===== src/rtl/cla_pkg.sv =====
package cla_pkg;

  // generate / propagate pair describing a bit or a group of bits
  typedef struct packed {
    logic gen;
    logic prop;
  } grp_t;

  // strobes from operand control to the datapath
  typedef struct packed {
    logic invB;    // complement the second operand
    logic cinOne;  // force carry-in high
  } ctl_t;

endpackage


===== src/rtl/cla_lookahead_gen.sv =====
// Fully expanded lookahead generator over WAYS members: every carry is a
// sum of products of member terms and cin, so no carry feeds another.
module cla_lookahead_gen
  import cla_pkg::*;
#(
  parameter int WAYS = 4
) (
  input  grp_t [WAYS-1:0] members,
  input  logic            cin,
  output logic [WAYS:0]   carries,  // carries[k] enters member k; [WAYS] leaves
  output grp_t            total
);

  always_comb begin
    for (int k = 0; k <= WAYS; k++) begin
      logic c;
      c = cin;
      for (int m = 0; m < k; m++) c = c & members[m].prop;
      for (int j = 0; j < k; j++) begin
        logic term;
        term = members[j].gen;
        for (int m = j + 1; m < k; m++) term = term & members[m].prop;
        c = c | term;
      end
      carries[k] = c;
    end
  end

  always_comb begin
    logic g;
    logic p;
    g = 1'b0;
    p = 1'b1;
    for (int j = 0; j < WAYS; j++) begin
      logic term;
      term = members[j].gen;
      for (int m = j + 1; m < WAYS; m++) term = term & members[m].prop;
      g = g | term;
      p = p & members[j].prop;
    end
    total.gen  = g;
    total.prop = p;
  end

  // carry-out of the group agrees with the group summary terms
  always_comb begin
    assert_gen_out_R6: assert (carries[WAYS] == (total.gen | (total.prop & cin)))
      else $error("group carry-out disagrees with group generate/propagate");
  end

  // nothing generated and no carry-in: no carry anywhere
  always_comb begin
    logic anyGen;
    anyGen = 1'b0;
    for (int j = 0; j < WAYS; j++) anyGen = anyGen | members[j].gen;
    if (!anyGen && !cin) begin
      assert_gen_quiet_R6: assert ($countones(carries) == 0)
        else $error("carry appeared with no generate and no carry-in");
    end
  end

endmodule


===== src/rtl/cla_slice4.sv =====
// 4-bit lookahead slice: bit generate/propagate fed to a 4-way generator.
module cla_slice4
  import cla_pkg::*;
(
  input  logic [3:0] a,
  input  logic [3:0] b,
  input  logic       cin,
  output logic [3:0] sum,
  output grp_t       grp
);

  grp_t [3:0] bitGp;
  logic [4:0] bitCarry;

  for (genvar i = 0; i < 4; i++) begin : g_bit
    assign bitGp[i].gen  = a[i] & b[i];
    assign bitGp[i].prop = a[i] | b[i];
    assign sum[i]        = a[i] ^ b[i] ^ bitCarry[i];
  end

  cla_lookahead_gen #(.WAYS(4)) u_bitGen (
    .members (bitGp),
    .cin     (cin),
    .carries (bitCarry),
    .total   (grp)
  );

  always_comb begin
    assert_slice_sum_R1: assert ({bitCarry[4], sum} == (5'(a) + 5'(b) + 5'(cin)))
      else $error("slice result differs from 4-bit addition");
  end

endmodule


===== src/rtl/cla_operand_ctl.sv =====
// Operand control: turns the subtract request into datapath strobes.
module cla_operand_ctl
  import cla_pkg::*;
(
  input  logic subtract,
  output ctl_t ctl
);

  assign ctl.invB   = subtract;
  assign ctl.cinOne = subtract;

endmodule


===== src/rtl/cla_datapath.sv =====
// Slices, block-level generators and the word-level generator.
module cla_datapath
  import cla_pkg::*;
#(
  parameter int WIDTH = 16
) (
  input  logic [WIDTH-1:0] opA,
  input  logic [WIDTH-1:0] opB,
  input  logic             carryIn,
  input  ctl_t             ctl,
  output logic [WIDTH-1:0] sum,
  output logic             carryOut,
  output grp_t             topGrp
);

  localparam int SLICES = WIDTH / 4;
  localparam int BLOCKS = WIDTH / 16;

  logic [WIDTH-1:0]        bEff;
  logic                    cinEff;
  grp_t [SLICES-1:0]       sliceGrp;
  logic [SLICES-1:0]       sliceCin;
  grp_t [BLOCKS-1:0]       blockGrp;
  logic [BLOCKS-1:0][4:0]  blockCarries;
  logic [BLOCKS:0]         wordCarries;

  assign bEff   = ctl.invB ? ~opB : opB;
  assign cinEff = ctl.cinOne ? 1'b1 : carryIn;

  for (genvar s = 0; s < SLICES; s++) begin : g_slice
    cla_slice4 u_slice (
      .a   (opA[4*s +: 4]),
      .b   (bEff[4*s +: 4]),
      .cin (sliceCin[s]),
      .sum (sum[4*s +: 4]),
      .grp (sliceGrp[s])
    );
  end

  for (genvar k = 0; k < BLOCKS; k++) begin : g_block
    cla_lookahead_gen #(.WAYS(4)) u_blockGen (
      .members (sliceGrp[4*k +: 4]),
      .cin     (wordCarries[k]),
      .carries (blockCarries[k]),
      .total   (blockGrp[k])
    );
    assign sliceCin[4*k +: 4] = blockCarries[k][3:0];

    // block carry-out seen by the word level matches the block's own view
    always_comb begin
      assert_block_carry_R7: assert (blockCarries[k][4] == wordCarries[k+1])
        else $error("block carry-out differs between levels");
    end
  end

  cla_lookahead_gen #(.WAYS(BLOCKS)) u_wordGen (
    .members (blockGrp),
    .cin     (cinEff),
    .carries (wordCarries),
    .total   (topGrp)
  );

  assign carryOut = wordCarries[BLOCKS];

  always_comb begin
    assert_word_add_R2: assert ({carryOut, sum} ==
        ((WIDTH+1)'(opA) + (WIDTH+1)'(bEff) + (WIDTH+1)'(cinEff)))
      else $error("word result differs from wide addition");
  end

  always_comb begin
    if (ctl.invB) begin
      assert_sub_cin_R3: assert (cinEff == 1'b1 && bEff == ~opB)
        else $error("subtract did not complement operand or force carry");
    end
  end

endmodule


===== src/rtl/cla_adder_tree.sv =====
module cla_adder_tree
  import cla_pkg::*;
#(
  parameter int WIDTH = 16
) (
  input  logic [WIDTH-1:0] opA,
  input  logic [WIDTH-1:0] opB,
  input  logic             carryIn,
  input  logic             subtract,
  output logic [WIDTH-1:0] sum,
  output logic             carryOut,
  output logic             groupGen,
  output logic             groupProp
);

  ctl_t ctl;
  grp_t topGrp;

  cla_operand_ctl u_ctl (
    .subtract (subtract),
    .ctl      (ctl)
  );

  cla_datapath #(.WIDTH(WIDTH)) u_dp (
    .opA      (opA),
    .opB      (opB),
    .carryIn  (carryIn),
    .ctl      (ctl),
    .sum      (sum),
    .carryOut (carryOut),
    .topGrp   (topGrp)
  );

  assign groupGen  = topGrp.gen;
  assign groupProp = topGrp.prop;

  initial begin
    assert_width_R1: assert (WIDTH >= 16 && WIDTH % 16 == 0)
      else $error("WIDTH must be a non-zero multiple of 16");
  end

endmodule


===== config.mk =====
export PLATFORM = sky130hd
export DESIGN_NAME = cla_adder_tree
export DESIGN_NICKNAME = d
export VERILOG_FILES = /design/src/rtl/cla_pkg.sv /design/src/rtl/cla_lookahead_gen.sv /design/src/rtl/cla_slice4.sv /design/src/rtl/cla_operand_ctl.sv /design/src/rtl/cla_datapath.sv /design/src/rtl/cla_adder_tree.sv
export SDC_FILE = /design/constraint.sdc
export NUM_CORES = 1
export LEC_CHECK = 0
export BUFFER_PORTS_ARGS = -buffer_cell sky130_fd_sc_hd__clkbuf_2
export CAP_MARGIN = 20
export CORE_UTILIZATION = 51
export DETAILED_ROUTE_END_ITERATION = 10
export GPL_ROUTABILITY_DRIVEN = 0
export PLACE_DENSITY = 0.91
export SYNTH_ARGS = -nofsm -noshare
export SYNTH_HDL_FRONTEND = slang
export SYNTH_SLANG_ARGS = --single-unit

===== constraint.sdc =====
create_clock -name vclk -period 2.9
set_input_delay 0.29 -clock vclk [all_inputs]
set_output_delay 0.29 -clock vclk [all_outputs]
set_load 0.05 [all_outputs]

# Yosys cells after proc, flatten, opt, wreduce, memory -nomap -nowiden
# Index checks and enable logic that the tools add are counted.
dict set report totals {
  word_cells 174
  output_inout_bits 19
  reg_bits 0
  input_bits 34
}
dict set report op_classes {
  n_bitwise 172
  mux 2
}
# cell count
set op_table {}
lappend op_table {{$and 1x1->1} 77}
lappend op_table {{$or 1x1->1} 62}
lappend op_table {{$xor 1x1->1} 32}
lappend op_table {{$mux 16} 1}
lappend op_table {{$not 16->16} 1}
lappend op_table {{$mux 1} 1}

# Depth between registers and ports, before layout
# Gate-level depths: netlist of the first run.
dict set report depth {
  depth_word 21
  depth_mapped 11
  ltp_nobuf 9
}

# Hierarchy
# From an unflattened synthesis of the first run, not the netlist that was laid out.
dict set report unflattened {
  hier_cells 176
  hier_area_um2 1281.2
}
# module cells_each instances seq_area_each_um2 area_each_um2
set by_module_without_submodules {}
lappend by_module_without_submodules {cla_slice4 24 4 0.0 180.2}
lappend by_module_without_submodules {{cla_lookahead_gen (u_dp.g_block[0].u_blockGen ...)} 11 5 0.0 67.6}
lappend by_module_without_submodules {cla_datapath 19 1 0.0 177.7}
lappend by_module_without_submodules {{cla_lookahead_gen (u_dp.u_wordGen)} 4 1 0.0 30.0}
lappend by_module_without_submodules {cla_operand_ctl 2 1 0.0 15.0}

# Worst setup path after synthesis of the first run
# No wires, ideal clock.
dict set report synth_path {
  kind {in2out}
  from {in subtract}
  to {out sum[13]}
  required_ns 2.610
  cell_stages 11
  path_buffers 2
  path_slack_ns -0.482
  arrival_time_ns 3.092
  cell_sequence {buf_4 > buf_2 > xor2_1 > inv_1 > ha_1 > nor4_4 > nand2_1 > a31oi_1 > a211oi_2 > fa_1 > xnor2_1}
}
dict set report synth_via {
  elab_chain_len 16
  word_cells_on_any_way 77
  cone_classes {mux: 2; bitwise: 75}
}
# element line
set synth_lines {}
lappend synth_lines {{start, declared} cla_adder_tree.sv:9} ;# input logic subtract,
lappend synth_lines {{$mux 16} cla_datapath.sv:27} ;# assign bEff = ctl.invB ? ~opB : opB;
lappend synth_lines {{$and 1x1->1 / $or 1x1->1 (equally long branches)} {cla_slice4.sv:16, cla_slice4.sv:17}}
lappend synth_lines {{$and 1x1->1 (2 in series)} cla_lookahead_gen.sv:37} ;# for (int m = j + 1; m < WAYS; m++) term = term & members[m].prop;
lappend synth_lines {{$and 1x1->1} --}
lappend synth_lines {{$or 1x1->1 (3 in series)} cla_lookahead_gen.sv:38} ;# g = g | term;
lappend synth_lines {{$and 1x1->1 (2 in series)} cla_lookahead_gen.sv:22} ;# for (int m = j + 1; m < k; m++) term = term & members[m].prop;
lappend synth_lines {{$or 1x1->1 (3 in series)} cla_lookahead_gen.sv:23} ;# c = c | term;
lappend synth_lines {{$and 1x1->1} cla_lookahead_gen.sv:18} ;# for (int m = 0; m < k; m++) c = c & members[m].prop;
lappend synth_lines {{$or 1x1->1} cla_lookahead_gen.sv:23}
lappend synth_lines {{$xor 1x1->1 (*)} cla_slice4.sv:18} ;# assign sum[i] = a[i] ^ b[i] ^ bitCarry[i];
lappend synth_lines {{end, declared} cla_adder_tree.sv:10} ;# output logic [WIDTH-1:0] sum,
# Mark *: on every way between the ends. The rest lies on a longest branch, timed or not.

# Worst setup path after layout of the first run
dict set report layout_path {
  from {in subtract}
  to {out sum[12]}
}
dict set report layout_via {
  elab_chain_len 14
  word_cells_on_any_way 73
  cone_classes {mux: 2; bitwise: 71}
}
# element line
set layout_lines {}
lappend layout_lines {{$mux 16} cla_datapath.sv:27}
lappend layout_lines {{$and 1x1->1 / $or 1x1->1 (equally long branches)} {cla_slice4.sv:16, cla_slice4.sv:17}}
lappend layout_lines {{$and 1x1->1 (2 in series)} cla_lookahead_gen.sv:37}
lappend layout_lines {{$and 1x1->1} --}
lappend layout_lines {{$or 1x1->1 (3 in series)} cla_lookahead_gen.sv:38}
lappend layout_lines {{$and 1x1->1 (2 in series)} cla_lookahead_gen.sv:22}
lappend layout_lines {{$or 1x1->1 (3 in series)} cla_lookahead_gen.sv:23}
lappend layout_lines {{$xor 1x1->1 (*)} cla_slice4.sv:18}
# Marks and branches as above.

==> results of run 1 <==
[cell usage after synthesis]
master	instances
ha_1	32
o22ai_1	1
a211oi_1	1
a211oi_2	1
mux2i_1	1
a31oi_1	1
nor2_1	6
nand3_1	4
o31ai_1	2
o21ai_0	4
buf_4	1
nand2_1	3
fa_1	4
nor4_1	1
inv_1	46
nor4_4	1
nor4_2	2
nor3b_1	1
o21a_1	2
o21ai_1	1
or2_2	2
o311a_1	1
xor2_1	14
nor2b_1	1
o31ai_2	1
a21oi_1	9
xnor2_1	13
nand2b_1	1
o21ai_2	1
a21boi_0	1
buf_2	1
a21oi_2	1
o21bai_1	4
[timing repair]
action / 4_1_cts / 5_1_grt
gates cloned: 0 / 1
setup buffers: 0 / 3
pin swaps: 0 / 15
setup endpoints to repair: 5 / 8
gates resized for setup: 7 / 49
[layer usage]
metal	global-route usage (%)	vias to the layer above	share of wire (%)
met2	48.5	52	55
li1	-	644	-
met5	0	-	0
met3	1.17	10	3.2
met4	0	0	2.5
met1	22.6	667	39
[how the worst max path moves through the flow]
stage / slack [ns] / endpoint / cells past startpoint
after CTS: 0.01 / sum[14] / 12
final: -0.04 / sum[12] / 12
after global placement: 0.02 / sum[12] / 12
after detailed placement: -0.05 / sum[10] / 14
after global routing: -0.08 / carryOut / 12
after floorplan: -0.14 / sum[13] / 11
[layout make-up]
| class | count | share of cell area, % |
|---|---|---|
| inverters | 46 | 8.50 |
| multi-input cells | 117 | 67.9 |
| well taps | 28 | 1.69 |
| repair buffers | 70 | 21.9 |
[where the power goes]
part / switching [uW] / internal [uW]
Combinational: 572 / 324
Clock: 0 / 0
Sequential: 0 / 0
[cell families after synthesis]
group           Yosys count  share of synthesized area (%)
simple gates             22                           11.0
compound gates           31                           16.7
buf+inv                  48                           14.7
xor+xnor                 27                           18.8
fa+ha+maj                36                           38.1
mux                       1                          0.794
[stage by stage]
stage | total power, uW | setup WS (ns) | cells | hold slack (ns) | util [%]
after CTS | 787 | 0.0133 | 257 | 1.11 | 77.9
after detailed placement | 767 | -0.0515 | 257 | 1.11 | 77.0
after global routing | 938 | -0.0828 | 261 | 1.15 | 91.1
after global placement | 752 | 0.0164 | 257 | 1.12 | 77.0
final | 896 | -0.0379 | 261 | 1.13 | 91.1
after floorplan | 593 | -0.145 | 165 | 0.984 | -
[critical path, stage by stage]
cell and delay [ns]:
buf_4 0.13, buf_8 0.17, xor2_4 0.19, inv_2 0.06, ha_2 0.20, nor4_4 0.30, nand2_1 0.14, a31oi_1 0.22
a211oi_2 0.11, fa_1 0.58, clkinvlp_4 0.10, buf_8 0.15
==> metrics.txt, run 1 <==
status=complete, but fails checks; violated checks=setup timing; DRC=0; Unique masters post-synth=33; path type of the worst setup path=in -> out; total number of vias=around 1400; Crit. End Element=output pin; Avg WL per Cell=around 17 um; total track usage=a little over a fifth; min cycle time layout=2.94 ns; sequential cell area=0 um2; die width=slightly above 50 um; Worst EP arrival=2.65 ns; Nets=between 300 and 400; hold path cells=5; port bufs=53; Vias/cell=5.26; Synth Cell Area=about 1300 um2; first-pass GRT wire length=between 4000 and 5000 um; leading area contributor after synthesis=ha_1; ant diodes=0; Peak VDD IR=around 0.34 mV; Hold Buf Count CTS=0; syn_area_per_cell=~7.6 um2; Final Max Tran Viols=0; Slew Limit Headroom=between 60% and 70%; HP Class=in -> out; commonest non-fill, non-tap cell in the layout=clkbuf_2; vias in the first global route=roughly 1200; Synth-to-Final Area Change=64.5%; Max Freq=about 0.34 GHz; CLK BUF=0; Final Hold Fails=0; final setup TNS=-0.108 ns; Filler Cell Count=around 110; first drt pass iteration count=4; initial antenna violation count=0; Final Instance Area=2070 um2; fin crit share=101%; post-detail-place hpwl=roughly 2600 um; placed inst area=about 1800 um2; sequential cells=0; sequential share of the synthesized area=0%; pwr/cell area=432 nW/um2; reported leakage power=about 0.0011 uW; worst-path maximum fanout=5; Area contributors post-synth=ha_1 32%, inv_1 14%, xor2_1 9.7%; Max-cap violations=0; Post-DRT Antenna Nets=0; share of the synthesized area in the top cell type=about a third; share of cells above drive strength 1=about half; Die H=about 52 um; pin count of the biggest net entering global routing=13; Worst Setup Slack, final=-0.0379 ns; Worst Setup SP=subtract; # IOs=53; Initial Utilization=between 50% and 60%; core area=approximately 2300 um2; die area=roughly 2700 um2; Slew @ Worst Pin=about 0.55 ns; commonest cells after routing, fill and taps aside=47 x clkbuf_2, 43 x inv_1, 23 x ha_1, 16 x buf_4; Critical Path Start Type=input pin; Mapped Nets=235; hold path endpoint=sum[13]; GR Overflow Total=0; Final Setup Violations=5; WP data required=between 2 and 3 ns; total length of routed wires=between 4000 and 5000 um; Site Rows=17; area of the multi-input gates=roughly 1400 um2; Yosys warnings=0; instance count of the mapped netlist=between 150 and 200; initial DRC count=32; hold path start=opA[13]
Note: power is estimated with default switching activity, not from simulation.
==> inputs of run 2 (changes only) <==
CELL_PAD_IN_SITES_DETAIL_PLACEMENT = 1   (was unset)
CELL_PAD_IN_SITES_GLOBAL_PLACEMENT = 1   (was unset)
CORE_UTILIZATION = 36   (was 51)
PLACE_DENSITY = 0.92   (was 0.91)
==> run 2 against run 1 <==
Net effect:
- the flow still finishes with violations (setup timing)
- first-iteration DRC count rose by 13%
- sequential share of layout area did not move
- non-clock buffer count rose by 1
- flip-flop and latch count did not move
- global-route usage fell by 2.1 points
==> metrics.txt, run 2 (synthesized netlist as in run 1, its figures left out) <==
violated checks=setup timing; # IOs=between 50 and 60; WP data required=roughly 2.6 ns; Synth-to-Final Area Change=63.4%; HP Class=in -> out; status=complete, but fails checks; Worst EP arrival=~2.7 ns; final setup TNS=-0.0559 ns; Max Freq=0.340 GHz; commonest cells after routing, fill and taps aside=44 x inv_1, 44 x clkbuf_2, 25 x ha_1, 18 x buf_4, 9 x xnor2_1; vias in the first global route=1347; sequential cell area=0 um2; Final Hold Fails=0; share of cells above drive strength 1=49.6%; total length of routed wires=4560 um; reported leakage power=between 0.001 and 0.0015 uW; Worst Setup Slack, final=-0.0419 ns; Slew Limit Headroom=between 50 and 60%; Die H=between 60 and 70 um; Max-cap violations=0; Slew @ Worst Pin=approximately 0.64 ns; Filler Cell Count=between 400 and 500; fin crit share=101%; cell total after placement=between 200 and 300; GR Overflow Total=0; Avg WL per Cell=16.3 um; Site Rows=21; Crit. End Element=output pin; initial DRC count=36; path type of the worst setup path=in -> out; total track usage=19.6%; Initial Utilization=between 30% and 40%; Final Max Tran Viols=0; die area=3740 um2; final std cells w/o fill=280; RSZ-0062 raised after global routing=true; core area=roughly 3300 um2; Post-DRT Antenna Nets=0; post-detail-place hpwl=between 2000 and 3000 um; pin count of the biggest net entering global routing=9; Vias/cell=4.67; Tot Pwr=920 uW; min cycle time layout=approximately 2.9 ns; Critical Path Start Type=input pin; DRC=0; Nets=about 310; ant diodes=0; Final Setup Violations=2; first-pass GRT wire length=approximately 5700 um; die width=61.2 um; port bufs=53; pwr/cell area=approximately 450 nW/um2; sequential cells=0; Peak VDD IR=0.340 mV; worst-path maximum fanout=8; CLK BUF=0; initial antenna violation count=0; area of the multi-input gates=between 1000 and 1500 um2; Finished Core Util=between 60% and 70%; first drt pass iteration count=4; total number of vias=between 1000 and 1500
## run 2: per-stage QoR
stage	cell area [um2]	worst slack, ns	hold slack, ns
after floorplan	1360	-0.145	0.984
after global placement	1780	-0.0529	1.13
after detailed placement	1780	-0.233	1.14
after CTS	1870	-0.0872	1.14
after global routing	2060	-0.140	1.17
final	2060	-0.0419	1.14
## run 2: what timing repair did
item | 4_1_cts | 5_1_grt
endpoints found under the setup margin | 7 | 10
hold buffers | 0 | 0
pin swaps | 5 | 10
resized for setup | 19 | 34
setup buffers | 0 | 4
## run 2: area by class of cell
type / instances / share of cell area (%)
multi-input cells: 117 / 65.9
repair buffers: 71 / 22.7
inverters: 46 / 8.56
well taps: 46 / 2.79
## run 2: layer usage
metal	routed length, um	global-route usage, %
met5	0	0
met4	75	1.95
met3	90	0.210
met2	2590	40.7
met1	1810	22.9
## run 2: path summary, 6_finish.rpt
| kind | startpoint | slack, ns | cells after the start | endpoint |
|---|---|---|---|---|
| min | opA[13] | 1.14 | 5 | sum[13] |
| max | subtract | -0.04 | 12 | sum[12] |
## run 2: worst max-delay path, cell delays in order
cell,delay (ns)
buf_4,0.11
buf_12,0.16
xor2_4,0.16
inv_1,0.08
ha_2,0.20
nor4_4,0.34
nand2_2,0.14
a31oi_4,0.22
a211oi_4,0.09
fa_2,0.59
clkinvlp_4,0.10
buf_8,0.15
## run 2: power breakdown
group	internal [uW]	switching (uW)	leakage, uW
clock network	0	0	0
registers	0	0	0
logic	342	578	0.00106
total	342	578	0.00106
==> inputs of run 3 (changes only) <==
CORE_UTILIZATION = 26   (was 36)
PLACE_DENSITY = 0.72   (was 0.92)
SYNTH_HIERARCHICAL = 1   (was unset)
==> run 3 against run 2 <==
Net effect:
- the flow now finishes without violations
- total power is 14% lower
- flip-flop and latch count did not move
- critical path depth rose by 5
- combinational power decreased by 14%
- global-route usage decreased by 7.6 points
- critical path type unchanged
- critical endpoint is now sum[15]
- largest cell class unchanged
==> metrics.txt, run 3 <==
cell total after placement=between 200 and 300; Synth-to-Final Area Change=39.8%; vias in the first global route=about 1300; RSZ-0062 raised after global routing=true; CP max-delay cell=a21o_1; sequential cell area=0 um2; syn_area_per_cell=7.35 um2; worst-path cell chain=buf_12 -> xor2_1 -> inv_1 -> ha_2 -> inv_2 -> a21oi_2 -> o21ai_1 -> a21o_1 -> a21oi_2 -> inv_2 -> a21o_1 -> a21o_1 -> a21oi_2 -> inv_2 -> a21o_1 -> xor2_2 -> buf_12; Final Hold Fails=0; reported leakage power=about 0.0011 uW; path type of the worst setup path=in -> out; Max Freq=roughly 0.36 GHz; worst path buffer plus inverter count=6; Worst Setup Slack, final=approximately 0.11 ns; Final Setup Violations=0; instance count of the mapped netlist=about 170; Initial Utilization=about 28%; Max-cap violations=0; Peak VDD IR=around 0.20 mV; Post-DRT Antenna Nets=0; WP data required=around 2.6 ns; area of the multi-input gates=~1000 um2; Fin Hold WS=between 1 and 1.5 ns; met2 WL post-DR=about 1600 um; Top Layer Used=met4; total number of vias=between 1000 and 1500; die area=5110 um2; Avg WL per Cell=10.7 um; core area=4500 um2; total length of routed wires=between 2000 and 3000 um; commonest non-fill, non-tap cell in the layout=inv_1; DRC=0; Crit. End Element=output pin; min cycle time layout=around 2.8 ns; Final Max Tran Viols=0; pin count of the biggest net entering global routing=9; Worst EP arrival=about 2.5 ns; Synth Cell Area=~1300 um2; CP top delay family=compound AO/OA/AOI/OAI gates; ant diodes=0; final std cells w/o fill=278; commonest cells after routing, fill and taps aside=46 x inv_1, 45 x clkbuf_2, 29 x ha_1, 25 x xor2_1, 14 x buf_4; setup slack at placement=-0.114 ns; routed wl met3=109 um; Crit path depth=17; CLK BUF=0; Filler Cell Count=577; hold path cells=4; pwr/cell area=about 450 nW/um2; Slew @ Worst Pin=~0.31 ns; status=finished, final reports clean; initial antenna violation count=0; first drt pass iteration count=3; Critical Path Start Type=input pin; Most Frequent Cell on Critical Path=a21o_1; Site Rows=24; HP Class=in -> out; Vias/cell=4.27; fin crit share=between 90% and 100%; Mapped Nets=approximately 240; share of cells above drive strength 1=about two fifths; die width=slightly above 70 um; Yosys warnings=6; post-detail-place hpwl=about 2600 um; Die H=roughly 70 um; Nets=between 200 and 300; GR Overflow Total=0; crit-path max cell delay=0.20 ns; Post-Route M1 WL=approximately 1300 um; sequential cells=0; worst-path maximum fanout=7; port bufs=53; initial DRC count=6; total track usage=around an eighth; # IOs=53; Slew Limit Headroom=about 79%; first-pass GRT wire length=slightly above 5000 um
[run 3: path summary, 6_finish.rpt]
check | startpoint | endpoint | slack (ns)
worst min-delay path | carryIn | sum[0] | 1.09
worst max-delay path | subtract | sum[15] | 0.11
[run 3: layer usage]
metal | vias to the layer above | track usage, %
li1 | 613 | -
met3 | 4 | 0.563
met5 | - | 0
met2 | 34 | 23.8
met1 | 536 | 14.5
met4 | 0 | 1.74
[run 3: area by class of cell]
class / count / area share, %
Tap cell: 52 / 3.70
Inverter: 53 / 11.3
Multi-Input combinational cell: 106 / 58.4
Timing Repair Buffer: 67 / 26.6
[run 3: power breakdown]
| part | switching (uW) | internal, uW | leakage, uW |
|---|---|---|---|
| clock network | 0 | 0 | 0 |
| logic | 498 | 297 | 0.00107 |
| registers | 0 | 0 | 0 |
[run 3: what timing repair did]
item,CTS,global route
setup endpoints to repair,4,4
hold buffers,0,0
pin swaps,3,17
buffers inserted,1,2
gates resized for setup,5,16
[run 3: through the flow]
stage               power (uW)  util [%]  TNS (ns)  cell area, um2
finish                     795      39.0         0            1760
global route               853      39.0   -0.0232            1760
detailed placement         776      37.2    -0.275            1680
floorplan                  538         -    -0.194            1290
CTS                        787      37.6         0            1700
global placement           767      37.2   -0.0934            1680
